File: src/rtl/ccd_seq_pkg.sv
package ccd_seq_pkg;
  typedef enum logic {
    MODE_STILL = 1'b0,
    MODE_MON   = 1'b1
  } seq_mode_e;
endpackage

File: src/rtl/ccd_line_ctl.sv
module ccd_line_ctl
  import ccd_seq_pkg::*;
#(
  parameter int CNT_W          = 11,
  parameter int STILL_LEN      = 2035,
  parameter int MON_LEN        = 315,
  parameter int STILL_CR       = 1628,
  parameter int MON_CR         = 113,
  parameter int SHIFT_FIRST    = 2,
  parameter int STILL_SH_LAST  = 1626,
  parameter int MON_SH_LAST    = 314,
  parameter int STILL_ACT_FIRST = 324,
  parameter int STILL_ACT_LINES = 1280,
  parameter int MON_ACT_FIRST  = 18,
  parameter int MON_ACT_LINES  = 258
) (
  input  logic             clk,
  input  logic             rst,
  input  logic             line_start,
  input  logic             mode_sel,
  input  logic [CNT_W-1:0] integ_line,
  output logic [CNT_W-1:0] line_cnt,
  output logic             mode_mon,
  output logic             frame_start,
  output logic             cr_en,
  output logic             line_shift_en,
  output logic             line_valid,
  output logic             burst_go
);
  localparam logic [CNT_W-1:0] L_STILL_LEN = CNT_W'(STILL_LEN);
  localparam logic [CNT_W-1:0] L_MON_LEN   = CNT_W'(MON_LEN);
  localparam logic [CNT_W-1:0] L_STILL_CR  = CNT_W'(STILL_CR);
  localparam logic [CNT_W-1:0] L_MON_CR    = CNT_W'(MON_CR);
  localparam logic [CNT_W-1:0] L_SH_FIRST  = CNT_W'(SHIFT_FIRST);
  localparam logic [CNT_W-1:0] L_STILL_SHL = CNT_W'(STILL_SH_LAST);
  localparam logic [CNT_W-1:0] L_MON_SHL   = CNT_W'(MON_SH_LAST);
  localparam logic [CNT_W-1:0] L_STILL_AF  = CNT_W'(STILL_ACT_FIRST);
  localparam logic [CNT_W-1:0] L_STILL_AL  = CNT_W'(STILL_ACT_FIRST + STILL_ACT_LINES - 1);
  localparam logic [CNT_W-1:0] L_MON_AF    = CNT_W'(MON_ACT_FIRST);
  localparam logic [CNT_W-1:0] L_MON_AL    = CNT_W'(MON_ACT_FIRST + MON_ACT_LINES - 1);
  localparam logic [CNT_W-1:0] L_ONE       = CNT_W'(1);

  seq_mode_e        mode_q, mode_nxt, mode_req;
  logic [CNT_W-1:0] cnt_q, cnt_inc, cnt_nxt, frame_len;
  logic [CNT_W-1:0] cr_q, cr_nxt, cr_req;
  logic             wrap;
  logic             sh_nxt, val_nxt;

  function automatic logic [CNT_W-1:0] pick_cr(input seq_mode_e m,
                                                input logic [CNT_W-1:0] req);
    logic [CNT_W-1:0] lim;
    lim = (m == MODE_MON) ? L_MON_CR : L_STILL_CR;
    return ((req == '0) || (req > lim)) ? lim : req;
  endfunction

  always_comb begin
    mode_req  = seq_mode_e'(mode_sel);
    cr_req    = pick_cr(mode_req, integ_line);
    frame_len = (mode_q == MODE_MON) ? L_MON_LEN : L_STILL_LEN;
    cnt_inc   = cnt_q + L_ONE;
    wrap      = (cnt_inc == frame_len);
    cnt_nxt   = wrap ? '0 : cnt_inc;
    mode_nxt  = wrap ? mode_req : mode_q;
    cr_nxt    = wrap ? cr_req : cr_q;
    if (mode_nxt == MODE_MON) begin
      sh_nxt  = (cnt_nxt >= L_SH_FIRST) && (cnt_nxt <= L_MON_SHL);
      val_nxt = (cnt_nxt >= L_MON_AF) && (cnt_nxt <= L_MON_AL);
    end else begin
      sh_nxt  = (cnt_nxt >= L_SH_FIRST) && (cnt_nxt <= L_STILL_SHL);
      val_nxt = (cnt_nxt >= L_STILL_AF) && (cnt_nxt <= L_STILL_AL);
    end
  end

  assign burst_go = line_start && !rst && (mode_nxt == MODE_MON) && (cnt_nxt == L_ONE);

  always_ff @(posedge clk) begin
    if (rst) begin
      cnt_q         <= '0;
      mode_q        <= mode_req;
      cr_q          <= cr_req;
      frame_start   <= 1'b0;
      cr_en         <= 1'b0;
      line_shift_en <= 1'b0;
      line_valid    <= 1'b0;
    end else if (line_start) begin
      cnt_q         <= cnt_nxt;
      mode_q        <= mode_nxt;
      cr_q          <= cr_nxt;
      frame_start   <= wrap;
      cr_en         <= (cnt_nxt == cr_nxt);
      line_shift_en <= sh_nxt;
      line_valid    <= val_nxt;
    end else begin
      frame_start   <= 1'b0;
      cr_en         <= 1'b0;
    end
  end

  assign line_cnt = cnt_q;
  assign mode_mon = (mode_q == MODE_MON);


  wrap_zero_chk: assert property (@(posedge clk) disable iff (rst)
    frame_start |-> (cnt_q == '0));

  cnt_range_chk: assert property (@(posedge clk) disable iff (rst)
    cnt_q < frame_len);

  mode_hold_chk: assert property (@(posedge clk) disable iff (rst)
    !$stable(mode_q) |-> frame_start);

  cr_single_chk: assert property (@(posedge clk) disable iff (rst)
    cr_en |=> !cr_en);

  valid_in_shift_chk: assert property (@(posedge clk) disable iff (rst)
    line_valid |-> line_shift_en);
endmodule

File: src/rtl/ccd_fs_burst.sv
module ccd_fs_burst #(
  parameter int FS_DIV     = 16,
  parameter int LEAD_ROWS  = 16,
  parameter int SUB_ROWS   = 1290,
  parameter int TAIL_ROWS  = 18,
  parameter int GAP_ROWS   = 6,
  parameter int SUB_KEEP   = 2,
  parameter int SUB_PERIOD = 10
) (
  input  logic clk,
  input  logic rst,
  input  logic start,
  output logic fs_active,
  output logic fs_row,
  output logic fs_keep
);
  localparam int ROWS   = LEAD_ROWS + SUB_ROWS + TAIL_ROWS + GAP_ROWS;
  localparam int ROW_W  = $clog2(ROWS + 1);
  localparam int DIV_W  = $clog2(FS_DIV);
  localparam int PH_W   = $clog2(SUB_PERIOD);
  localparam logic [ROW_W-1:0] R_SUB_FIRST  = ROW_W'(LEAD_ROWS);
  localparam logic [ROW_W-1:0] R_TAIL_FIRST = ROW_W'(LEAD_ROWS + SUB_ROWS);
  localparam logic [ROW_W-1:0] R_GAP_FIRST  = ROW_W'(LEAD_ROWS + SUB_ROWS + TAIL_ROWS);
  localparam logic [ROW_W-1:0] R_LAST       = ROW_W'(ROWS - 1);
  localparam logic [ROW_W-1:0] R_ONE        = ROW_W'(1);
  localparam logic [DIV_W-1:0] D_LAST       = DIV_W'(FS_DIV - 1);
  localparam logic [DIV_W-1:0] D_ONE        = DIV_W'(1);
  localparam logic [PH_W-1:0]  P_LAST       = PH_W'(SUB_PERIOD - 1);
  localparam logic [PH_W-1:0]  P_KEEP       = PH_W'(SUB_KEEP);
  localparam logic [PH_W-1:0]  P_ONE        = PH_W'(1);

  logic             act_q;
  logic [DIV_W-1:0] div_q;
  logic [ROW_W-1:0] row_q;
  logic [PH_W-1:0]  ph_q;
  logic             in_sub, keep_now;

  always_comb begin
    in_sub = (row_q >= R_SUB_FIRST) && (row_q < R_TAIL_FIRST);
    if (row_q < R_SUB_FIRST)      keep_now = 1'b1;
    else if (in_sub)              keep_now = (ph_q < P_KEEP);
    else if (row_q < R_GAP_FIRST) keep_now = 1'b1;
    else                          keep_now = 1'b0;
  end

  always_ff @(posedge clk) begin
    if (rst) begin
      act_q   <= 1'b0;
      div_q   <= '0;
      row_q   <= '0;
      ph_q    <= '0;
      fs_row  <= 1'b0;
      fs_keep <= 1'b0;
    end else if (start) begin
      act_q   <= 1'b1;
      div_q   <= '0;
      row_q   <= '0;
      ph_q    <= '0;
      fs_row  <= 1'b0;
      fs_keep <= 1'b0;
    end else begin
      fs_row <= 1'b0;
      if (act_q) begin
        if (div_q == D_LAST) begin
          div_q   <= '0;
          fs_row  <= 1'b1;
          fs_keep <= keep_now;
          row_q   <= row_q + R_ONE;
          if (in_sub) ph_q <= (ph_q == P_LAST) ? '0 : ph_q + P_ONE;
          if (row_q == R_LAST) act_q <= 1'b0;
        end else begin
          div_q <= div_q + D_ONE;
        end
      end
    end
  end

  assign fs_active = act_q;


  start_act_chk: assert property (@(posedge clk) disable iff (rst)
    start |=> act_q);

  row_in_burst_chk: assert property (@(posedge clk) disable iff (rst)
    fs_row |-> $past(act_q));

  row_spacing_chk: assert property (@(posedge clk) disable iff (rst)
    fs_row |=> !fs_row);

  row_bound_chk: assert property (@(posedge clk) disable iff (rst)
    row_q <= ROW_W'(ROWS));
endmodule

File: src/rtl/ccd_frame_seq.sv
module ccd_frame_seq #(
  parameter int CNT_W      = 11,
  parameter int FS_DIV     = 16,
  parameter int SUB_KEEP   = 2,
  parameter int SUB_PERIOD = 10
) (
  input  logic             clk,
  input  logic             rst,
  input  logic             mode_sel,
  input  logic             line_start,
  input  logic [CNT_W-1:0] integ_line,
  output logic [CNT_W-1:0] line_cnt,
  output logic             frame_start,
  output logic             cr_en,
  output logic             line_shift_en,
  output logic             line_valid,
  output logic             mode_mon,
  output logic             fs_active,
  output logic             fs_row,
  output logic             fs_keep
);
  logic burst_go;

  ccd_line_ctl #(
    .CNT_W(CNT_W)
  ) u_line (
    .clk          (clk),
    .rst          (rst),
    .line_start   (line_start),
    .mode_sel     (mode_sel),
    .integ_line   (integ_line),
    .line_cnt     (line_cnt),
    .mode_mon     (mode_mon),
    .frame_start  (frame_start),
    .cr_en        (cr_en),
    .line_shift_en(line_shift_en),
    .line_valid   (line_valid),
    .burst_go     (burst_go)
  );

  ccd_fs_burst #(
    .FS_DIV    (FS_DIV),
    .SUB_KEEP  (SUB_KEEP),
    .SUB_PERIOD(SUB_PERIOD)
  ) u_burst (
    .clk      (clk),
    .rst      (rst),
    .start    (burst_go),
    .fs_active(fs_active),
    .fs_row   (fs_row),
    .fs_keep  (fs_keep)
  );
endmodule

File: config.mk
export PLATFORM = sky130hd
export DESIGN_NAME = ccd_frame_seq
export DESIGN_NICKNAME = d
export VERILOG_FILES = /design/src/rtl/ccd_seq_pkg.sv /design/src/rtl/ccd_line_ctl.sv /design/src/rtl/ccd_fs_burst.sv /design/src/rtl/ccd_frame_seq.sv
export SDC_FILE = /design/constraint.sdc
export NUM_CORES = 1
export LEC_CHECK = 0
export BUFFER_PORTS_ARGS = -buffer_cell sky130_fd_sc_hd__buf_2
export CAP_MARGIN = 20
export CORE_ASPECT_RATIO = 0.6
export CORE_UTILIZATION = 64
export CTS_CLUSTER_DIAMETER = 30
export CTS_CLUSTER_SIZE = 8
export DETAILED_ROUTE_END_ITERATION = 8
export GPL_TIMING_DRIVEN = 0
export PLACE_DENSITY = 0.95
export SLEW_MARGIN = 20
export SYNTH_ARGS = -nofsm -noshare
export SYNTH_HDL_FRONTEND = slang
export SYNTH_SLANG_ARGS = --single-unit
export TNS_END_PERCENT = 50
File: constraint.sdc
create_clock -name clk -period 6 [get_ports clk]
set_input_delay 0.3 -clock clk [delete_from_list [all_inputs] [get_ports clk]]
set_output_delay 0.3 -clock clk [all_outputs]
set_load 0.05 [all_outputs]
## Yosys cells after proc, flatten, opt, wreduce, memory -nomap -nowiden

Index checks and enable logic that the tools add are counted.

- Input port bits: 15
- Flip-flop bits (word level): 49
- Logic and storage cells: 77

- Order comparisons: 13
- Bitwise gates (word level): 2
- Reductions and logical operators: 17
- Eq/ne operators: 6
- $add $sub $neg: 4
- Multiplexer cells: 22

Operators with widths:

| operator | number |
|---|---|
| 2-to-1 mux 11 bit | 7 |
| adder 11 x 1 -> 11 bit, second input constant | 2 |
| == test 11 bit | 2 |
| greater-or-equal comparator 11 x 5 -> 1 bit, second input constant | 2 |
| <= comparator 11 bit, second input constant | 2 |
| <= comparator 11 x 9 -> 1 bit, second input constant | 2 |
| less-than comparator 11 bit, second input constant | 2 |
| 2-to-1 mux 1 bit | 13 |
| == test 11 x 1 -> 1 bit, second input constant | 1 |
| == test 11 bit, second input constant | 1 |
| greater-or-equal comparator 11 x 2 -> 1 bit, second input constant | 1 |
| greater-or-equal comparator 11 x 9 -> 1 bit, second input constant | 1 |
| > comparator 11 bit | 1 |
| logical NOT 11 bit | 1 |
| less-than comparator 11 x 5 -> 1 bit, second input constant | 1 |
| adder 4 x 1 -> 4 bit, second input constant | 2 |
| == test 4 bit, second input constant | 2 |
| logical AND 1 bit | 8 |
| 2-to-1 mux 4 bit | 2 |
| less-than comparator 4 x 2 -> 1 bit, second input constant | 1 |
| OR reduction 2 bit | 2 |
| AND reduction 3 bit | 1 |
| OR reduction 3 bit | 1 |
| NOT 1 bit | 2 |
| 4 further kinds | 4 |

## Depth between registers and ports, before layout

Gate-level depths: netlist (run 1).

- Word-level depth: 7
- Mapped depth: 10

## Modules after synthesis

Synthesis (run 1) repeated with hierarchy kept, for this count alone.

- Cell total of the unflattened synthesis: 385
- Area, all modules: 3343.2 sq um

Modules (own cells, without submodules):

| module | cells an instance | seq. area each (sq um) | times used | area each (sq um) |
|---|---|---|---|---|
| ccd_line_ctl | 251 | 660.6 | 1 | 2200.9 |
| ccd_fs_burst | 134 | 440.4 | 1 | 1142.3 |

## Worst setup path before layout (run 1)

OpenSTA, ideal clock, no wires.

- Path type: reg-to-reg
- From: register u_line.cnt_q[1], in the netlist u_line.line_cnt[1]
- To: register u_line.cr_en
- Path buffers: 1
- Slack: 2.987 ns
- Data required time: 5.914 ns
- Arrival time: 2.926 ns
- Stages on the path, launching flop included: 10
- Period minus slack after synthesis: 3.013 ns
- Cells stage by stage: dfxtp_1 ha_1 nand3_1 buf_2 o21ai_0 nand3_1 o311ai_1 nand3_2 or3_1 a221oi_2

- Word-level cells in the longest chain between the ends: 4

RTL lines:

| what | RTL line | source |
|---|---|---|
| start, declared | ccd_line_ctl.sv:44 | `logic [CNT_W-1:0] cnt_q, cnt_inc, cnt_nxt, frame_len;` |
| start signal, assigned | ccd_line_ctl.sv:86 | `cnt_q <= cnt_nxt;` |
| adder 11 x 1 -> 11 bit (*) | ccd_line_ctl.sv:60 | `cnt_inc = cnt_q + L_ONE;` |
| == test 11 bit | ccd_line_ctl.sv:61 | `wrap = (cnt_inc == frame_len);` |
| 2-to-1 mux 11 bit, on equally long branches | ccd_line_ctl.sv:62, ccd_line_ctl.sv:64 |  |
| == test 11 bit (*) | ccd_line_ctl.sv:90 | `cr_en <= (cnt_nxt == cr_nxt);` |
| end signal, assigned | ccd_line_ctl.sv:90 |  |
| end, declared | ccd_line_ctl.sv:25 | `output logic cr_en,` |

Mark *: on every way between the ends. The rest lies on a longest branch, timed or not.
A chain may end at the register's enable or synchronous reset.

## Worst setup path in the final report (run 1)

- From: register u_line.cnt_q[1], in the netlist u_line.line_cnt[1]
- To: register u_line.cr_q[6] (data pin)

- Word-level cells in the longest chain between the ends: 5

RTL lines:

| what | RTL line | source |
|---|---|---|
| adder 11 x 1 -> 11 bit | ccd_line_ctl.sv:60 |  |
| == test 11 bit | ccd_line_ctl.sv:61 |  |
| 2-to-1 mux 11 bit | ccd_line_ctl.sv:64 | `cr_nxt = wrap ? cr_req : cr_q;` |
| 2-to-1 mux 11 bit | ccd_line_ctl.sv:85 | `end else if (line_start) begin` |
| 2-to-1 mux 11 bit | ccd_line_ctl.sv:77 | `if (rst) begin` |
| end signal, assigned | ccd_line_ctl.sv:80 | `cr_q <= cr_req;` |
| end signal, assigned | ccd_line_ctl.sv:88 | `cr_q <= cr_nxt;` |
| end, declared | ccd_line_ctl.sv:45 | `logic [CNT_W-1:0] cr_q, cr_nxt, cr_req;` |

No other way between the ends. The select of a mux whose other input is x is not followed.

==> results of run 1 <==
==> critical path: stages (launching register included) <==
cell and delay (ns):
dfxtp_1 0.47, ha_1 0.32, nand3_1 0.20, buf_2 0.25, o21ai_0 0.36, nand3_1 0.19, o311ai_1 0.48, a31oi_1 0.27
buf_2 0.26, nor3_1 0.19, a21oi_1 0.06
==> logic make-up after synthesis <==
family          count (synthesis)  synth area share (%)
flops                          49                  34.5
simple gates                  163                  27.0
xor+xnor                       32                  9.01
compound gates                 88                  18.4
mux                             5                  1.61
buf+inv                        40                  5.17
fa+ha+maj                      11                  4.31
==> registers in the layout, indices dropped and copies added (netlist names) <==
register and count:
u_line.frame_start 1, u_line.cr_en 1, u_burst.ph_q 4, u_line.cr_q 11, u_burst.fs_row 1, u_line.line_valid 1, u_line.line_cnt 11, u_line.line_shift_en 1
u_burst.fs_active 1, u_burst.row_q 11, u_line.mode_mon 1, u_burst.div_q 4, u_burst.fs_keep 1
==> path summary, 6_finish.rpt <==
kind,slack (ns),start,to,cells past startpoint
setup / recovery,2.71,u_line.line_cnt[1],u_line.cr_q[6],10
hold / removal,0.36,integ_line[4],u_line.cr_q[4],3
setup reg to reg,2.71,u_line.line_cnt[1],u_line.cr_q[6],10
hold reg to reg,0.46,u_burst.fs_keep,u_burst.fs_keep,2
==> power by group <==
part           switching (uW)  total [uW]  internal (uW)
sequential               10.1         365            355
clock                     123         275            151
combinational            66.0         103           36.6
==> metrics by stage <==
stage | std cells | hold slack [ns] | instance area (um2)
3_5_place_dp | 484 | 0.439 | 3440
6_report | 492 | 0.365 | 3570
5_1_grt | 492 | 0.389 | 3570
2_1_floorplan | 388 | 0.472 | 3190
3_3_place_gp | 484 | 0.440 | 3440
4_1_cts | 492 | 0.361 | 3570
==> cell usage after synthesis, types with 2 or more instances <==
cell       count  area [um2]
nor2_1        39         146
dfxtp_1       37         741
nand2_1       36         135
o21ai_0       22         110
xnor2_1       22         193
a21oi_1       19        95.1
inv_1         17        63.8
nand3_1       17        85.1
clkbuf_1      15        56.3
nor3_1        13        65.1
edfxtp_1      12         360
ha_1          11         138
nand4_1        9        56.3
xor2_1         9        78.8
nand2b_1       8        50.1
o31ai_1        7        52.6
or3_1          7        43.8
nor4_1         6        37.5
a211oi_1       5        37.5
and3_1         5        31.3
buf_2          5        25.0
a21boi_0       4        30.0
a31oi_1        4        25.0
mux2i_1        4        40.0
and4_1         3        26.3
nand4b_1       3        26.3
nor2b_1        3        18.8
o211ai_1       3        22.5
o21a_1         3        22.5
o31a_1         3        26.3
or2_2          3        18.8
a211o_1        2        17.5
a41oi_1        2        17.5
buf_4          2        15.0
nand3_2        2        20.0
o2111ai_1      2        17.5
o2bb2ai_1      2        17.5
==> metal layers <==
metal | vias up | global-route usage (%) | wire length, um
met1 | 1446 | 45.1 | 3660
met3 | 34 | 6.23 | 763
li1 | 1480 | - | -
met2 | 189 | 48.0 | 3490
met4 | 0 | 14.9 | 264
met5 | - | 0 | 0
==> cell type report <==
class	instances	area, um2
clock buffer	6	93.8
fill	313	1110
inverter	17	63.8
multi-input combinational	299	1930
clock inverter	2	38.8
tap	63	78.8
timing repair buffer	33	165
buffer	23	101
sequential	49	1100
==> qor.yml, run 1 <==
tns_ns: 0
drt_pre_antenna_iters: 6
period_needed_ns: 3.29
p_leak_uw: 0.00135
die_width_um: 93.2
numCtsBuffers: 5
vias: 3149
clk_pin_slew_worst_paths_ns: 0.10
final_core_util_pct: 76.2
cap_violations: 0
total_power_uw: 742
tritoncts: "done"
start_util_pct: 68.2
drtIter0Drc: 384
area_growth_pct: 11.8
finalWeightedCongestion: 0.943
cts.repair.resized: 0
slew_viol_final: 0
power_density_nw_per_um2: 208
cts_hold_buf: 0
syn_area_um2: 3190
clock_latency_ns: 0.32
max-vdd-ir-drop_mv: 0.138
grt_pass1_vias: 2813
die_area_um2: 5290
avgSynthCellArea_um2: 8.23
skew_ns: 0.00358
finalWorstSetupSlack_ns: 2.71
critPathLaunchType: "register"
rows: 19
fin_nets: 454
die_height_um: 56.7
cp_max_fo: 10
final_common_cell: "nor2_1"
viasPerCell: 6.40
root_buffer: "clkbuf_8"
detail_route.wl_per_cell_um: 16.6
seq_area_frac_synth_pct: 34.5
worstSetupEndpointType: "register"
critPathArrivalTime_ns: 3.37
ys_ff_latch: 49
ys_warn_count: 0
ctsHtreeMaxLevel: 2
max_freq_mhz: 304
finalHoldViolations: 0
postCtsSetupRepairBufs: 0
grt.overflow.total: 0
antenna_found_initial: 0
worst_pin_slew_ns: 0.729
core_um2: 4680
diodes: 0
synthArstFlopShare_pct: 0
yosysUniqueCellTypes: 59
required_ns: 6.07
fin_crit_sh_pct: 54.9
synth_ff_type: "dfxtp_1"
clock_sinks: 49
status: "completed"
syn-instance-count: 388
synth-edff-count: 12
grt_pass1_wl_um: 13300
holdCritPathClass: "in2reg"
totalWireLength_um: 8170
drc: 0
antenna_left: 0
setup_viol: 0
hpwl_um: 5820
place_ws_ns: 2.92
drive_above_1_share_pct: 14.2
rsz0062_at_grt: "no"
grt.total_usage_pct: 32.3
synth_nets: 414
worst-setup-path-type: "reg2reg"
final_cell_mix: "39 x nor2_1, 38 x buf_2, 37 x dfxtp_1"
cts_buffer_depth: 2
grt_start_max_net_pins: 17
slew_headroom_pct: 51.0
ios: 34
port_buffers: 33
Note: power is estimated with default switching activity, not from simulation.
==> run 2: changes to the inputs <==
- ABC_AREA: unset -> 1
- CORE_UTILIZATION: 64 -> 54
- PLACE_DENSITY: 0.95 -> 0.89
- clock period: 6 -> 2.8 ns (I/O delays scaled with it)
==> run 2 against run 1 <==
Compared with the run above:
- utilization decreased by 10 points
- first-iteration DRC count increased by 25%
- worst setup slack got worse by 2.6 ns
- critical path depth increased by 7
- largest power group unchanged
- sequential power increased by 110%
- largest cell class unchanged
- sequential share of layout area decreased by 3.3 points
- critical endpoint is now u_burst.row_q[6]
- final cell count increased by 35%
- non-clock buffer count decreased by 9
==> qor.yml, run 2 <==
status: "completed"
yosysUniqueCellTypes: 41
regToRegSetupSlack_ns: 0.10
design_area_um2: 4050
drtIter0Drc: 479
worstSetupEndpointType: "register"
seq_area_um2: 1110
cts_buffer_depth: 2
p_leak_uw: 0.00184
viasPerCell: 5.75
numCtsBuffers: 5
grt_pass1_vias: 3274
ys_ff_latch: 49
vias: 3815
die_area_um2: 6730
max_freq_mhz: 371
grt.overflow.total: 0
root_buffer: "clkbuf_8"
placed_area_um2: 3720
area_growth_pct: 17.2
cts_hold_buf: 0
clkPwrFrac_pct: 32.6
min_from: "line_start"
grt_start_max_net_pins: 21
power_density_nw_per_um2: 392
hold_ws_ns: 0.221
synth_ff_type: "dfxtp_1"
total_power_uw: 1590
skew_ns: 0.00890
combPwrFrac_pct: 18.5
yosys-top-cells-area: "dfxtp_1 21%, nand2_1 15%, edfxtp_1 10%, nor2_1 7.8%, inv_1 7.2%"
drc: 0
syn_area_um2: 3450
drt_pre_antenna_iters: 8
start_util_pct: 56.3
clock_sinks: 49
period_needed_ns: 2.70
slew_viol_final: 0
grt_pass1_wl_um: 16100
avgSynthCellArea_um2: 6.49
hold_depth: 4
fillers: 536
synth_top_area_share_pct: 21.4
worst_pin_slew_ns: 0.731
reg2reg_depth: 17
critPathLaunchType: "register"
synth_top_area_cell: "dfxtp_1"
port_buffers: 33
timing.rr.end: "u_burst.row_q[6]"
finalWeightedCongestion: 0.947
cp_max_fo: 10
holdCritPathClass: "in2reg"
ys_warn_count: 0
core_um2: 6140
setup_viol: 0
holdPathEnd: "u_line.line_valid"
final_common_cell: "nand2_1"
antenna_found_initial: 0
hpwl_um: 7520
tritoncts: "done"
synthArstFlopShare_pct: 0
fin_crit_sh_pct: 96.4
finalHoldViolations: 0
syn-instance-count: 532
synth-edff-count: 12
ctsHtreeMaxLevel: 2
clk_pin_slew_worst_paths_ns: 0.10
die_width_um: 105
max-vdd-ir-drop_mv: 0.232
p_int_uw: 1110
grt.total_usage_pct: 30.1
switching_share_pct: 30.2
die_height_um: 64.0
seqPwrFrac_pct: 48.9
worst-setup-path-type: "reg2reg"
power_switching_uw: 481
ios: 34
slew_headroom_pct: 51.0
r2r-start: "u_line.line_cnt[0]"
rows: 22
synth.most_common_cell: "nand2_1"
totalWireLength_um: 10100
detail_route.wl_per_cell_um: 15.2
cap_violations: 0
antenna_left: 0
drive_above_1_share_pct: 18.8
tns_ns: 0
seq_area_frac_synth_pct: 31.9
yosys-top-cells-count: "141 x nand2_1, 72 x nor2_1, 66 x inv_1"
critPathArrivalTime_ns: 2.90
fin_nets: 605
multi_input_comb_area_um2: 2170
required_ns: 3.00
final_cell_mix: "131 x nand2_1, 66 x nor2_1, 64 x inv_1"
clock_latency_ns: 0.32
synth_nets: 558
diodes: 0
run 2: cell types whose count changed after synthesis, moves of 7 or more:
cell and change:
o21ai_0 +15, o22ai_1 +9, o31ai_1 -7, nand3_1 +22, clkbuf_1 -13, xnor2_1 -20
nor2_1 +33, or3_1 -7, nand2b_1 -8, nand2_2 +7, nand2_1 +105, inv_1 +49
run 2: cell type report:
cell class	count	area share, %
clock inverter	1	0.154
clock buffer	7	2.66
timing repair buffer	39	5.19
inverter	70	6.49
tap	84	2.60
sequential	49	27.5
multi-input combinational	406	53.5
buffer	8	1.85
run 2: kinds of logic (layout without fill, tap and decap cells):
family / count (synthesis) / after routing / synth area share, %
adders and majority gates: 11 / 11 / 3.98
DFF: 49 / 49 / 31.9
buffers and inverters: 78 / 125 / 9.45
and+or+nand+nor: 301 / 302 / 38.0
xor gates and xnor gates: 13 / 13 / 3.30
AOI/OAI and AO/OA: 80 / 80 / 13.4
run 2: metrics by stage:
step	cells	worst slack, ns	util (%)
after floorplan	532	0.00423	-
after detailed placement	649	-0.112	60.7
final	664	0.101	66.0
after global routing	664	-0.0183	66.0
after global placement	649	-0.0959	60.7
after CTS	657	0.00262	62.7
run 2: repair_timing:
item                                    in CTS  in global routing
gates resized for setup                      5                 41
buffers inserted                             0                  6
gates cloned                                 0                  1
pin swaps                                    0                 10
endpoints found under the setup margin      23                 33
run 2: worst max-delay path, cell delays in order, from the launching register on:
cell	delay, ns
dfxtp_4	0.39
ha_4	0.18
or2_1	0.24
nand2_4	0.09
nand2_1	0.05
nor2_1	0.10
nand2_1	0.07
nor2_2	0.13
nand2_2	0.08
nor2_4	0.22
nand2_4	0.16
nand2_4	0.11
inv_1	0.10
nor2_4	0.15
nand4_1	0.15
nand2_2	0.15
buf_8	0.15
nor3b_2	0.05
run 2: worst max path at each step:
stage | slack (ns) | endpoint | from | cells after the start
after floorplan | 0.004 | u_burst.fs_row | u_line.line_cnt[0] | 16
after global placement | -0.1 | u_burst.fs_row | u_line.line_cnt[0] | 16
after detailed placement | -0.11 | u_burst.row_q[5] | u_line.line_cnt[0] | 16
after CTS | 0.003 | u_burst.row_q[5] | u_line.line_cnt[0] | 16
after global routing | -0.02 | u_burst.row_q[5] | u_line.line_cnt[0] | 16
final | 0.10 | u_burst.row_q[6] | u_line.line_cnt[0] | 17
run 2: power groups by stage:
stage	clock network, uW	registers [uW]	logic [uW]
final	519	777	294
after global routing	547	780	325
after CTS	517	777	265
after detailed placement	0	791	263
after global placement	0	790	258
after floorplan	0	808	169
run 2: routing by layer:
metal  part of all wire, %  track usage (%)
met1                    47             47.2
met2                    40             42.0
met3                    12             5.82
met4                   1.2             6.16
met5                     0                0
==> run 3: changes to the inputs <==
- RECOVER_POWER: unset -> 50
==> run 3 against run 2 <==
Compared with the run above:
- global-route usage stayed put
- cell area is 0.46% lower
- first-iteration DRC count is 17% higher
- final cell count stayed put
- sequential share of layout area is 0.13 points higher
==> qor.yml, run 3 (synthesis gave the netlist of run 2 again) <==
status: "completed"
drive_above_1_share_pct: 16.2
min_from: "line_start"
numCtsBuffers: 5
cap_violations: 0
slew_headroom_pct: 51.8
clock_sinks: 49
cp_max_fo: 10
fin_nets: 605
dp.cells: 649
reg2reg_depth: 17
antenna_left: 0
hpwl_um: 7520
grt.total_usage_pct: 30.1
rows: 22
drt_pre_antenna_iters: 7
worst-setup-path-type: "reg2reg"
drt-met1-wl_um: 4740
drtIter0Drc: 560
regToRegSetupSlack_ns: 0.11
holdPathEnd: "u_line.line_shift_en"
tritoncts: "done"
start_util_pct: 56.3
ctsHtreeMaxLevel: 2
max-vdd-ir-drop_mv: 0.229
diodes: 0
cts_buffer_depth: 2
skew_ns: 0.00604
die_area_um2: 6730
design_area_um2: 4030
placed_area_um2: 3720
worst_pin_slew_ns: 0.719
holdCritPathClass: "in2reg"
highest_layer: "met4"
detail_route.wl_per_cell_um: 15.1
finalHoldViolations: 0
clk_pin_slew_worst_paths_ns: 0.09
drc: 0
setup_viol: 0
wl_met2_um: 3930
required_ns: 2.99
period_needed_ns: 2.69
power_density_nw_per_um2: 392
totalWireLength_um: 10000
combPwrFrac_pct: 18.6
p_leak_uw: 0.00177
clock_latency_ns: 0.31
final_cells: 664
fin_crit_sh_pct: 96.0
finalWeightedCongestion: 0.947
grt_start_max_net_pins: 21
die_height_um: 64.0
switching_share_pct: 30.0
critPathLaunchType: "register"
cts_hold_buf: 0
final_common_cell: "nand2_1"
grt_pass1_vias: 3274
fillers: 540
slew_viol_final: 0
port_buffers: 33
area_growth_pct: 16.7
viasPerCell: 5.70
timing.rr.end: "u_burst.row_q[6]"
max_freq_mhz: 372
final_cell_mix: "131 x nand2_1, 66 x nor2_1, 64 x inv_1"
dr_wl_met3_um: 1230
p_int_uw: 1110
die_width_um: 105
total_power_uw: 1580
grt_pass1_wl_um: 16100
hold_ws_ns: 0.222
core_um2: 6140
antenna_found_initial: 0
power_switching_uw: 474
r2r-start: "u_line.line_cnt[0]"
grt.overflow.total: 0
vias: 3785
worstSetupEndpointType: "register"
critPathArrivalTime_ns: 2.88
hold_depth: 4
clkPwrFrac_pct: 32.3
seqPwrFrac_pct: 49.1
root_buffer: "clkbuf_8"
ios: 34
run 3: layout make-up:
class / instances / area [um2] / share of cell area, %
buffer: 8 / 75.1 / 1.86
clock buffer: 7 / 108 / 2.67
clock inverter: 1 / 6.26 / 0.155
inverter: 70 / 263 / 6.52
multi-input combinational: 406 / 2170 / 53.8
sequential: 49 / 1110 / 27.7
tap: 84 / 105 / 2.61
timing repair buffer: 39 / 191 / 4.75
run 3: what timing repair did:
item	in CTS	in global routing
cloned	0	1
resized for setup	5	41
pin swaps	0	10
setup endpoints to repair	23	33
setup buffers	0	6
run 3: worst max path at each step:
stage,startpoint,to,cells past startpoint
after floorplan,u_line.line_cnt[0],u_burst.fs_row,16
after global placement,u_line.line_cnt[0],u_burst.fs_row,16
after detailed placement,u_line.line_cnt[0],u_burst.row_q[5],16
after CTS,u_line.line_cnt[0],u_burst.row_q[5],16
after global routing,u_line.line_cnt[0],u_burst.row_q[5],16
final,u_line.line_cnt[0],u_burst.row_q[6],17
run 3: worst max-delay path, stage by stage, from the launching register on:
cell and delay [ns]:
dfxtp_4 0.38, ha_4 0.18, or2_1 0.24, nand2_4 0.09, nand2_1 0.05, nor2_1 0.09, nand2_1 0.07, nor2_2 0.13
nand2_2 0.08, nor2_4 0.22, nand2_4 0.16, nand2_4 0.11, inv_1 0.10, nor2_4 0.15, nand4_1 0.15, nand2_2 0.15
buf_8 0.16, nor3b_2 0.05
run 3: per-layer routing:
metal | vias to the layer above | track usage, %
met4 | 0 | 6.16
met2 | 215 | 42.0
met3 | 17 | 5.82
met1 | 1718 | 47.2
li1 | 1835 | -
met5 | - | 0
run 3: per-stage QoR:
stage | setup slack, ns | TNS [ns] | util [%]
after floorplan | 0.00423 | 0 | -
after global placement | -0.0959 | -1.61 | 60.7
after detailed placement | -0.112 | -2.06 | 60.7
after CTS | 0.00262 | 0 | 62.7
after global routing | -0.0199 | -0.169 | 65.7
final | 0.112 | 0 | 65.7
run 3: power by group through the flow:
stage | clock, uW | sequential, uW | combinational (uW)
2_1_floorplan | 0 | 808 | 169
3_3_place_gp | 0 | 790 | 258
3_5_place_dp | 0 | 791 | 263
4_1_cts | 517 | 777 | 265
5_1_grt | 547 | 781 | 324
6_report | 512 | 777 | 293
